**src/rtl/popc_pkg.sv**
```systemverilog
package popc_pkg;
    localparam int IN_W      = 31;
    localparam int OUT_W     = $clog2(IN_W + 1);
    localparam int L1_W      = 2;
    localparam int L2_W      = L1_W + 1;
    localparam int L3_W      = L2_W + 1;
    localparam int N_FA      = 8;
    localparam int N_L2      = N_FA / 2;
    localparam int N_L3      = N_L2 / 2;
    localparam int LEAF_BITS = N_FA * 3;
    localparam int L2_CIN0   = LEAF_BITS;
    localparam int L3_CIN0   = L2_CIN0 + N_L2;
    localparam int L4_CIN    = L3_CIN0 + N_L3;
    localparam int RAW_A_W   = IN_W - L3_CIN0;
    localparam int STA_W     = N_L2 * L2_W + RAW_A_W;
    localparam int STB_W     = N_L3 * L3_W + 1;
endpackage

```
**src/rtl/popc_fa.sv**
```systemverilog
module popc_fa (
    input  logic [2:0] bits,
    output logic [1:0] cnt
);
    always_comb begin
        cnt[0] = bits[0] ^ bits[1] ^ bits[2];
        cnt[1] = (bits[0] & bits[1]) | (bits[0] & bits[2]) | (bits[1] & bits[2]);
    end
endmodule

```
**src/rtl/popc_merge.sv**
```systemverilog
module popc_merge #(
    parameter int W = 2
) (
    input  logic [W-1:0] a,
    input  logic [W-1:0] b,
    input  logic         cin,
    output logic [W:0]   sum
);
    logic [W:0] carry;

    assign carry[0] = cin;

    for (genvar i = 0; i < W; i++) begin : g_bit
        assign sum[i]     = a[i] ^ b[i] ^ carry[i];
        assign carry[i+1] = (a[i] & b[i]) | (a[i] & carry[i]) | (b[i] & carry[i]);
    end

    assign sum[W] = carry[W];
endmodule

```
**src/rtl/popc_stage.sv**
```systemverilog
module popc_stage #(
    parameter int W  = 8,
    parameter bit EN = 1'b1
) (
    input  logic         clk,
    input  logic         rst,
    input  logic         in_vld,
    input  logic [W-1:0] in_dat,
    output logic         out_vld,
    output logic [W-1:0] out_dat
);
    typedef struct packed {
        logic         vld;
        logic [W-1:0] dat;
    } stage_t;

    stage_t state_d, state_q;

    always_comb begin
        state_d     = state_q;
        state_d.vld = in_vld;
        if (in_vld) begin
            state_d.dat = in_dat;
        end
    end

    always_ff @(posedge clk) begin
        if (rst) begin
            state_q <= '0;
        end else begin
            state_q <= state_d;
        end
    end

    assign out_vld = EN ? state_q.vld : in_vld;
    assign out_dat = EN ? state_q.dat : in_dat;

    if (EN) begin : g_chk
        assert_valid_delay_R5: assert property (@(posedge clk) disable iff (rst)
            in_vld |=> out_vld);
        assert_idle_delay_R5: assert property (@(posedge clk) disable iff (rst)
            !in_vld |=> !out_vld);
        assert_data_load_R8: assert property (@(posedge clk) disable iff (rst)
            in_vld |=> out_dat == $past(in_dat));
        assert_data_hold_R6: assert property (@(posedge clk) disable iff (rst)
            !in_vld |=> $stable(out_dat));
        assert_reset_clear_R7: assert property (@(posedge clk)
            rst |=> (!out_vld && out_dat == '0));
    end
endmodule

```
**src/rtl/popc31.sv**
```systemverilog
module popc31
    import popc_pkg::*;
#(
    parameter int PIPE_STAGES = 2
) (
    input  logic             clk,
    input  logic             rst,
    input  logic             in_valid,
    input  logic [IN_W-1:0]  in_data,
    output logic             out_valid,
    output logic [OUT_W-1:0] out_count
);
    localparam bit EN_A = (PIPE_STAGES >= 3);
    localparam bit EN_B = (PIPE_STAGES >= 2);
    localparam bit EN_C = (PIPE_STAGES >= 1);

    // level 1: leaf full adders on bits [LEAF_BITS-1:0]
    logic [L1_W-1:0] l1_cnt [N_FA];
    for (genvar k = 0; k < N_FA; k++) begin : g_leaf
        popc_fa u_fa (
            .bits (in_data[3*k +: 3]),
            .cnt  (l1_cnt[k])
        );
    end

    // level 2: pairs of leaf counts, carry-in from bits L2_CIN0..
    logic [L2_W-1:0] l2_sum [N_L2];
    for (genvar j = 0; j < N_L2; j++) begin : g_l2
        popc_merge #(.W(L1_W)) u_add (
            .a   (l1_cnt[2*j]),
            .b   (l1_cnt[2*j+1]),
            .cin (in_data[L2_CIN0 + j]),
            .sum (l2_sum[j])
        );
    end

    // stage A: level-2 sums plus the raw bits still waiting
    logic [STA_W-1:0] sta_in, sta_out;
    logic             sta_vld;
    for (genvar j = 0; j < N_L2; j++) begin : g_pack_a
        assign sta_in[j*L2_W +: L2_W] = l2_sum[j];
    end
    assign sta_in[N_L2*L2_W +: RAW_A_W] = in_data[L3_CIN0 +: RAW_A_W];

    popc_stage #(.W(STA_W), .EN(EN_A)) u_sta (
        .clk     (clk),
        .rst     (rst),
        .in_vld  (in_valid),
        .in_dat  (sta_in),
        .out_vld (sta_vld),
        .out_dat (sta_out)
    );

    // level 3: carry-in from bits L3_CIN0..
    logic [L3_W-1:0] l3_sum [N_L3];
    for (genvar j = 0; j < N_L3; j++) begin : g_l3
        popc_merge #(.W(L2_W)) u_add (
            .a   (sta_out[(2*j)*L2_W +: L2_W]),
            .b   (sta_out[(2*j+1)*L2_W +: L2_W]),
            .cin (sta_out[N_L2*L2_W + j]),
            .sum (l3_sum[j])
        );
    end

    // stage B: level-3 sums plus the final carry-in bit
    logic [STB_W-1:0] stb_in, stb_out;
    logic             stb_vld;
    for (genvar j = 0; j < N_L3; j++) begin : g_pack_b
        assign stb_in[j*L3_W +: L3_W] = l3_sum[j];
    end
    assign stb_in[STB_W-1] = sta_out[N_L2*L2_W + (L4_CIN - L3_CIN0)];

    popc_stage #(.W(STB_W), .EN(EN_B)) u_stb (
        .clk     (clk),
        .rst     (rst),
        .in_vld  (sta_vld),
        .in_dat  (stb_in),
        .out_vld (stb_vld),
        .out_dat (stb_out)
    );

    // level 4: final adder, carry-in is the last raw bit
    logic [OUT_W-1:0] l4_sum;
    popc_merge #(.W(L3_W)) u_final (
        .a   (stb_out[0 +: L3_W]),
        .b   (stb_out[L3_W +: L3_W]),
        .cin (stb_out[STB_W-1]),
        .sum (l4_sum)
    );

    popc_stage #(.W(OUT_W), .EN(EN_C)) u_stc (
        .clk     (clk),
        .rst     (rst),
        .in_vld  (stb_vld),
        .in_dat  (l4_sum),
        .out_vld (out_valid),
        .out_dat (out_count)
    );

    // end-to-end count check against a reference popcount, per latency
    if (PIPE_STAGES == 0) begin : g_chk0
        assert_count_R1: assert property (@(posedge clk) disable iff (rst)
            in_valid |-> out_count == OUT_W'($countones(in_data)));
        assert_zero_latency_R5: assert property (@(posedge clk) disable iff (rst)
            out_valid == in_valid);
    end else if (PIPE_STAGES == 1) begin : g_chk1
        assert_count_R1: assert property (@(posedge clk) disable iff (rst)
            out_valid |-> out_count == OUT_W'($countones($past(in_data, 1))));
    end else if (PIPE_STAGES == 2) begin : g_chk2
        assert_count_R1: assert property (@(posedge clk) disable iff (rst)
            out_valid |-> out_count == OUT_W'($countones($past(in_data, 2))));
    end else begin : g_chk3
        assert_count_R1: assert property (@(posedge clk) disable iff (rst)
            out_valid |-> out_count == OUT_W'($countones($past(in_data, 3))));
    end
endmodule

```
**config.mk**
```make
export PLATFORM = sky130hd
export DESIGN_NAME = popc31
export DESIGN_NICKNAME = d
export VERILOG_FILES = /design/src/rtl/popc_pkg.sv /design/src/rtl/popc_fa.sv /design/src/rtl/popc_merge.sv /design/src/rtl/popc_stage.sv /design/src/rtl/popc31.sv
export SDC_FILE = /design/constraint.sdc
export NUM_CORES = 1
export LEC_CHECK = 0
export BUFFER_PORTS_ARGS = -buffer_cell sky130_fd_sc_hd__buf_2
export CAP_MARGIN = 20
export CORE_MARGIN = 10
export CORE_UTILIZATION = 45
export CTS_CLUSTER_DIAMETER = 60
export DETAILED_ROUTE_END_ITERATION = 16
export GPL_TIMING_DRIVEN = 0
export HOLD_SLACK_MARGIN = 0.05
export PLACE_DENSITY = 0.72
export SLEW_MARGIN = 20
export SYNTH_ARGS = -nofsm -noshare
export SYNTH_HDL_FRONTEND = slang
export SYNTH_HIERARCHICAL = 1
export SYNTH_SLANG_ARGS = --single-unit
export TNS_END_PERCENT = 50
```
**constraint.sdc**
```tcl
create_clock -name clk -period 4.4 [get_ports clk]
set_clock_uncertainty 0.1 [all_clocks]
set_input_delay 1.32 -clock clk [delete_from_list [all_inputs] [get_ports clk]]
set_output_delay 1.32 -clock clk [all_outputs]
set_load 0.01 [all_outputs]
```
# Word level (Yosys, flattened, before mapping)
# Index checks and enable logic that the tools add are counted.
[totals] output_inout_bits=6 in_bits=34 elab_cells=186 regBits=16
[op_classes] n_bitwise=182
[op_table] operator="1-bit bitwise AND" n=78
[op_table] operator="1-bit bitwise OR" n=52
[op_table] operator="1-bit XOR" n=52

# Longest topological paths before layout
# Gate-level depths: netlist (run 1).
[logic_depth] word_depth=13 depth_mapped=14 ltp_nobuf=13

# Hierarchy
# The synthesis (run 1) kept the hierarchy.
[by_module_without_submodules] mod="popc_stage (u_stb)" area_each_um2=346.6 instances=1 seq_area_each_um2=200.2 cells_each=31
[by_module_without_submodules] mod="popc_merge (g_l2[0].u_add ...)" area_each_um2=70.1 instances=4 seq_area_each_um2=0.0 cells_each=10
[by_module_without_submodules] mod="popc_stage (u_stc)" area_each_um2=206.4 instances=1 seq_area_each_um2=120.1 cells_each=18
[by_module_without_submodules] mod="popc_merge (g_l3[0].u_add ...)" area_each_um2=97.6 instances=2 seq_area_each_um2=0.0 cells_each=13
[by_module_without_submodules] mod="popc_fa" area_each_um2=20.0 instances=8 seq_area_each_um2=0.0 cells_each=1
[by_module_without_submodules] mod="popc_stage (u_sta)" area_each_um2=120.1 instances=1 seq_area_each_um2=0.0 cells_each=16
[by_module_without_submodules] mod="popc_merge (u_final)" area_each_um2=117.6 instances=1 seq_area_each_um2=0.0 cells_each=14

# Worst setup path after synthesis (run 1)
# Ideal clock, no wire load.
[synth_timing] kind="input to register" start="in in_data[0]" end="reg u_stb.state_q (netlist bit u_stb/out_dat[2])" stages=12 setup_slack_ns=0.257 setup_ns=0.064 t_arrival_ns=3.979 n_path_buf=1 path_cell_list="fa_1 -> inv_1 -> fa_1 -> fa_1 -> inv_1 -> buf_4 -> fa_1 -> inv_1 -> fa_1 -> inv_1 -> mux2i_1 -> nor2_1"
[synth_lines] element="start: declaration" line_no="popc31.sv:9" source="input logic [IN_W-1:0] in_data,"
[synth_lines] element="end signal: assignment" line_no="popc_stage.sv:31" source="state_q <= state_d;"
[synth_lines] element="end: declaration" line_no="popc_stage.sv:17" source="stage_t state_d, state_q;"

==> run metrics, run 1 <==
final setup TNS=0 ns; clock tree buffer depth=2; Leak=0.9953 nW; CP endpoint kind=register; core area=3053 um2; minimum clock period=just over 4 ns; Seq/Total Area, Yosys=between 20 and 25%; Iteration-0 DRC Markers=19; initial antenna violation count=0; Worst Path Arrival=4.18 ns; row cnt=20; cell family with most CP delay=adder cells; total gr overflow=0; post-synthesis area per instance=9.323 um2; CTS tree=yes; post-CTS setup buffers=0; # port buffers=35; Critical path buffers and inverters=6; antenna-violating nets left=0; via count=925; Tcrit/Tclk final=between 90 and 100%; cell area power density=~340 nW/um2; vias in the first global route=roughly 990; die area=between 5000 and 6000 um2; Tightest Pin Transition=between 0.2 and 0.25 ns; startpoint types=primary input; root buf cell=clkbuf_4; commonest non-fill, non-tap cell in the layout=inv_1; synth warn=6; CP dominant cell by count=fa_1; Yosys cell types=9; Design Power=0.5698 mW; CTS Hold Bufs=0; GR Util met1=between 7 and 8%; WS Path Type=in2reg; Synthesized Nets=213; status=complete, no violations; routed wire length=2.124 mm; most frequent cells in the layout=inv_1, buf_2, fa_1, buf_4, dfxtp_1; Initial Util=46.72%; grt peak-use layer=met2; Post-Synthesis Cells=roughly 150; nets=between 200 and 300; Max Freq=about 250 MHz; ANT cells=0; PostCTS Resize Cnt=0; first-pass GRT wire length=around 3.9 mm; GR met2 Demand/Resource=14.03%; final hold violation count=0; fraction of layout cells with a size suffix above 1=around 30%; Ports=40; Clock Sinks=16; fillers=293; final setup violation count=0; clock-pin slew on the worst setup and hold paths=around 0.08 ns; flops & latches, synth=16; GPL Wtd Cong=slightly above 0.7; post-DP HPWL=~2 mm; slowest cell on the critical path=fa_1; Final Max Tran Viols=0; worst-path fanout max=1; Crit path required time=around 4.5 ns; final core utilization=a little under three fifths; RSZ-0062 raised after global routing=no; CP max stage delay=0.53 ns; largest net degree at the start of global routing=11; chip height=between 70 and 80 um; First-pass DRT Iterations=2; GRT Total Usage=around 7.6%; VDD IR max=~120 uV; wire length per cell=roughly 9.0 um; max cap viols=0; H-tree levels=1; Hold/Removal Path Class=reg2reg; Worst-Skew Late Latency=0.28 ns; vias per cell=just under 4; WHS=roughly 0.4 ns; chip width=76.30 um; Inserted Clock Buffers=3; P&R area growth vs syn=17.72%; worst-path cell chain=buf_2 -> fa_1 -> inv_1 -> fa_1 -> fa_1 -> inv_1 -> buf_4 -> fa_1 -> inv_1 -> fa_1 -> inv_1 -> mux2i_1 -> nor2_1; Rel. slew slack=roughly 86%; Post-Syn Area=1426 um2; met3 Track Usage GR=2.830%; DRC viols=0
[worst register-to-register path, cell delays in order (launching register included)]
cell and delay (ns):
dfxtp_1 0.32, inv_1 0.07, fa_1 0.17, inv_1 0.05, fa_1 0.37, fa_1 0.36
inv_1 0.08, fa_1 0.41, inv_1 0.06, mux2i_1 0.06, nor2_1 0.08
[cell usage after synthesis]
cell type	n	area share, %
inv_1	62	16
buf_6	2	1.6
dfxtp_1	16	22
mux2i_1	14	9.8
nor2b_1	2	0.88
clkbuf_2	1	0.35
buf_4	16	8.4
fa_1	26	36
nor2_1	14	3.7
[registers in the layout, summed over array words and instances (netlist names)]
register / cells
u_stb/out_dat: 9
u_stc/out_dat: 5
u_stc/out_vld: 1
u_stb/out_vld: 1
[area by class of cell]
| cell class | count | area [um2] | area share, % |
|---|---|---|---|
| Multi-Input combinational cell | 56 | 725.7 | 43.22 |
| Sequential cell | 16 | 320.3 | 19.08 |
| Inverter | 62 | 232.7 | 13.86 |
| Timing Repair Buffer | 35 | 175.2 | 10.43 |
| Buffer | 19 | 147.6 | 8.793 |
| Tap cell | 44 | 55.05 | 3.279 |
| Clock buffer | 3 | 22.52 | 1.341 |
[cell families (layout without fill, tap and decap cells)]
group / count (synthesis) / in the layout / share of synthesized area (%)
multiplexers: 14 / 14 / 9.824
AND/OR/NAND/NOR: 16 / 16 / 4.561
buffers and inverters: 81 / 119 / 26.67
flip-flops: 16 / 16 / 22.46
adder cells (fa/ha/maj): 26 / 26 / 36.49
[metal layers]
metal	vias up	wire length (um)
met5	-	0
met4	0	0
met3	0	145
met2	16	1119
met1	438	859
li1	471	-
[metrics by stage]
stage          instances  cell area (um2)  setup WS [ns]
2_1_floorplan        153             1426         0.2571
3_3_place_gp         232             1657        0.05671
3_5_place_dp         232             1657        0.01863
4_1_cts              235             1679         0.3117
5_1_grt              235             1679         0.1951
6_report             235             1679         0.3344
[worst paths after layout]
kind	from	to	slack [ns]	cells past startpoint
max	in_data[0]	u_stb/out_dat[2]$_SDFFE_PP0P_	0.33	13
min	u_stb/out_dat[3]$_SDFFE_PP0P_	u_stb/out_dat[3]$_SDFFE_PP0P_	0.40	2
max reg2reg	u_stb/out_dat[0]$_SDFFE_PP0P_	u_stc/out_dat[3]$_SDFFE_PP0P_	2.21	10
min reg2reg	u_stb/out_dat[3]$_SDFFE_PP0P_	u_stb/out_dat[3]$_SDFFE_PP0P_	0.40	2
[power by group]
group	internal [mW]	total [mW]	leakage [nW]	switching (mW)
combinational	0.155	0.300	0.850	0.146
clock	0.0317	0.0734	0.0138	0.0417
sequential	0.176	0.196	0.132	0.0197
No activity file was read; power rests on OpenSTA's default activity.
==> run 2: changes to the inputs <==
--- a/config.mk
+++ b/config.mk
@@ -11,7 +11,7 @@
 export CORE_UTILIZATION = 45
 export CTS_CLUSTER_DIAMETER = 60
 export DETAILED_ROUTE_END_ITERATION = 16
-export GPL_TIMING_DRIVEN = 0
+export GPL_TIMING_DRIVEN = 1
 export HOLD_SLACK_MARGIN = 0.05
 export PLACE_DENSITY = 0.72
 export SLEW_MARGIN = 20
==> run 2 against run 1 <==
  * Cell count is 6.0% lower
  * Count of clock-buffer cells in the layout is 1 higher
  * Register-to-register slack hardly changed
  * Hold slack worse by 0.0048 ns
  * Utilization is 3.7 points lower
  * Worst setup slack better by 0.15 ns
  * Combinational power is 17% lower
  * Critical path depth is 1 lower
  * Die area stayed put
  * Sequential power hardly changed
  * Critical path type unchanged
==> run metrics, run 2 (same netlist as run 1, synthesis figures left out) <==
Combinational Power Share=about 46%; WS Path Type=in2reg; RSZ-0062 raised after global routing=no; Iteration-0 DRC Markers=25; H-tree levels=1; commonest non-fill, non-tap cell in the layout=inv_1; First-pass DRT Iterations=3; worst-path cell chain=buf_2 -> fa_1 -> inv_1 -> fa_1 -> fa_1 -> inv_1 -> fa_1 -> inv_1 -> fa_1 -> inv_1 -> mux2i_1 -> nor2_1; post-CTS setup buffers=0; fraction of layout cells with a size suffix above 1=24.29%; GRT Total Usage=7.157%; Tcrit/Tclk final=about nine tenths; CP endpoint kind=register; Worst-Skew Late Latency=0.29 ns; Initial Util=46.72%; PostCTS Resize Cnt=0; status=complete, no violations; Max Freq=~260 MHz; chip height=76.30 um; ANT cells=0; antenna-violating nets left=0; final setup violation count=0; Int Pwr=roughly 0.34 mW; DRC viols=0; nets=~240; final hold violation count=0; Switching Share=around 37%; Clock Sinks=16; cell area power density=around 350 nW/um2; post-DP HPWL=approximately 1.9 mm; Inserted Clock Buffers=3; CTS Hold Bufs=0; row cnt=20; worst-path fanout max=1; core area=around 3100 um2; # port buffers=39; Rel. slew slack=80.59%; via count=slightly below 900; Worst Path Arrival=roughly 4.1 ns; fillers=around 310; Ports=40; VDD IR max=134.1 uV; final setup TNS=0 ns; most frequent cells in the layout=inv_1, buf_2, fa_1, dfxtp_1; Hold/Removal Path Class=reg2reg; slowest cell on the critical path=fa_1; GPL Wtd Cong=about 0.68; minimum clock period=between 3 and 4 ns; vias per cell=about 4; Design Power=~0.54 mW; Final Max Tran Viols=0; Crit path required time=~4.5 ns; die area=5822 um2; total gr overflow=0; Leak=around 0.9 nW; chip width=approximately 76 um; initial antenna violation count=0; sw power=between 0.2 and 0.25 mW; max cap viols=0; CP dominant cell by count=fa_1; clock-pin slew on the worst setup and hold paths=roughly 0.09 ns; vias in the first global route=918; wire length per cell=between 9 and 10 um; routed wire length=approximately 2 mm; largest net degree at the start of global routing=17; first-pass GRT wire length=between 3 and 4 mm; Flop pwr share=approximately 36%; clock tree buffer depth=2; root buf cell=clkbuf_4; startpoint types=primary input; Clk pwr share=roughly 18%; CTS tree=yes; Largest register FFs=9; CP max stage delay=0.53 ns; Tightest Pin Transition=roughly 0.29 ns; P&R area growth vs syn=9.737%
-- run 2: cell count changes in the layout (fill, tap and decap cells not counted) --
cell | before | now
buf_2 | 35 | 39
buf_6 | 2 | 0
clkbuf_2 | 1 | 0
buf_4 | 16 | 0
clkbuf_8 | 0 | 1
-- run 2: per-stage QoR --
| stage | util [%] | hold slack [ns] | worst slack [ns] | instance area (um2) | std cells |
|---|---|---|---|---|---|
| after floorplan | - | 0.3604 | 0.2571 | 1426 | 153 |
| after global placement | 50.08 | 0.3734 | 0.1868 | 1529 | 217 |
| after detailed placement | 50.08 | 0.3782 | 0.1628 | 1529 | 217 |
| after CTS | 51.27 | 0.4016 | 0.4666 | 1565 | 221 |
| after global routing | 51.27 | 0.4305 | 0.3411 | 1565 | 221 |
| final | 51.27 | 0.3942 | 0.4798 | 1565 | 221 |
-- run 2: power groups by stage --
stage | combinational [mW] | sequential [mW] | clock (mW)
6_report | 0.250 | 0.197 | 0.0969
5_1_grt | 0.309 | 0.201 | 0.105
4_1_cts | 0.259 | 0.197 | 0.101
3_5_place_dp | 0.259 | 0.200 | 0
3_3_place_gp | 0.249 | 0.200 | 0
2_1_floorplan | 0.238 | 0.199 | 0
-- run 2: cell type report --
| type | instances | area, um2 | share of cell area, % |
|---|---|---|---|
| Sequential cell | 16 | 320.3 | 20.46 |
| Tap cell | 44 | 55.05 | 3.517 |
| Inverter | 62 | 232.7 | 14.87 |
| Clock buffer | 4 | 36.28 | 2.318 |
| Timing Repair Buffer | 39 | 195.2 | 12.47 |
| Multi-Input combinational cell | 56 | 725.7 | 46.36 |
-- run 2: critical path, delay by kind of cell --
family                   cells  cell delay (ns)
multiplexers                 1             0.06
buffers and inverters        5             0.34
AND/OR/NAND/NOR              1             0.08
adder cells (fa/ha/maj)      5             2.25
-- run 2: final timing paths --
path,start,end,slack (ns),depth (start not counted)
hold / removal,u_stc/out_dat[2]$_SDFFE_PP0P_,u_stc/out_dat[2]$_SDFFE_PP0P_,0.39,2
setup / recovery,in_data[12],u_stb/out_dat[6]$_SDFFE_PP0P_,0.48,12
setup reg to reg,u_stb/out_dat[0]$_SDFFE_PP0P_,u_stc/out_dat[3]$_SDFFE_PP0P_,2.22,10
hold reg to reg,u_stc/out_dat[2]$_SDFFE_PP0P_,u_stc/out_dat[2]$_SDFFE_PP0P_,0.39,2
-- run 2: routing by layer --
metal / part of all wire [%] / track usage [%] / vias to the layer above
li1: - / - / 439
met1: 42 / 7.591 / 424
met2: 50 / 12.24 / 19
met3: 7.4 / 3.774 / 3
met4: 0.35 / 1.673 / 0
met5: 0 / 0 / -
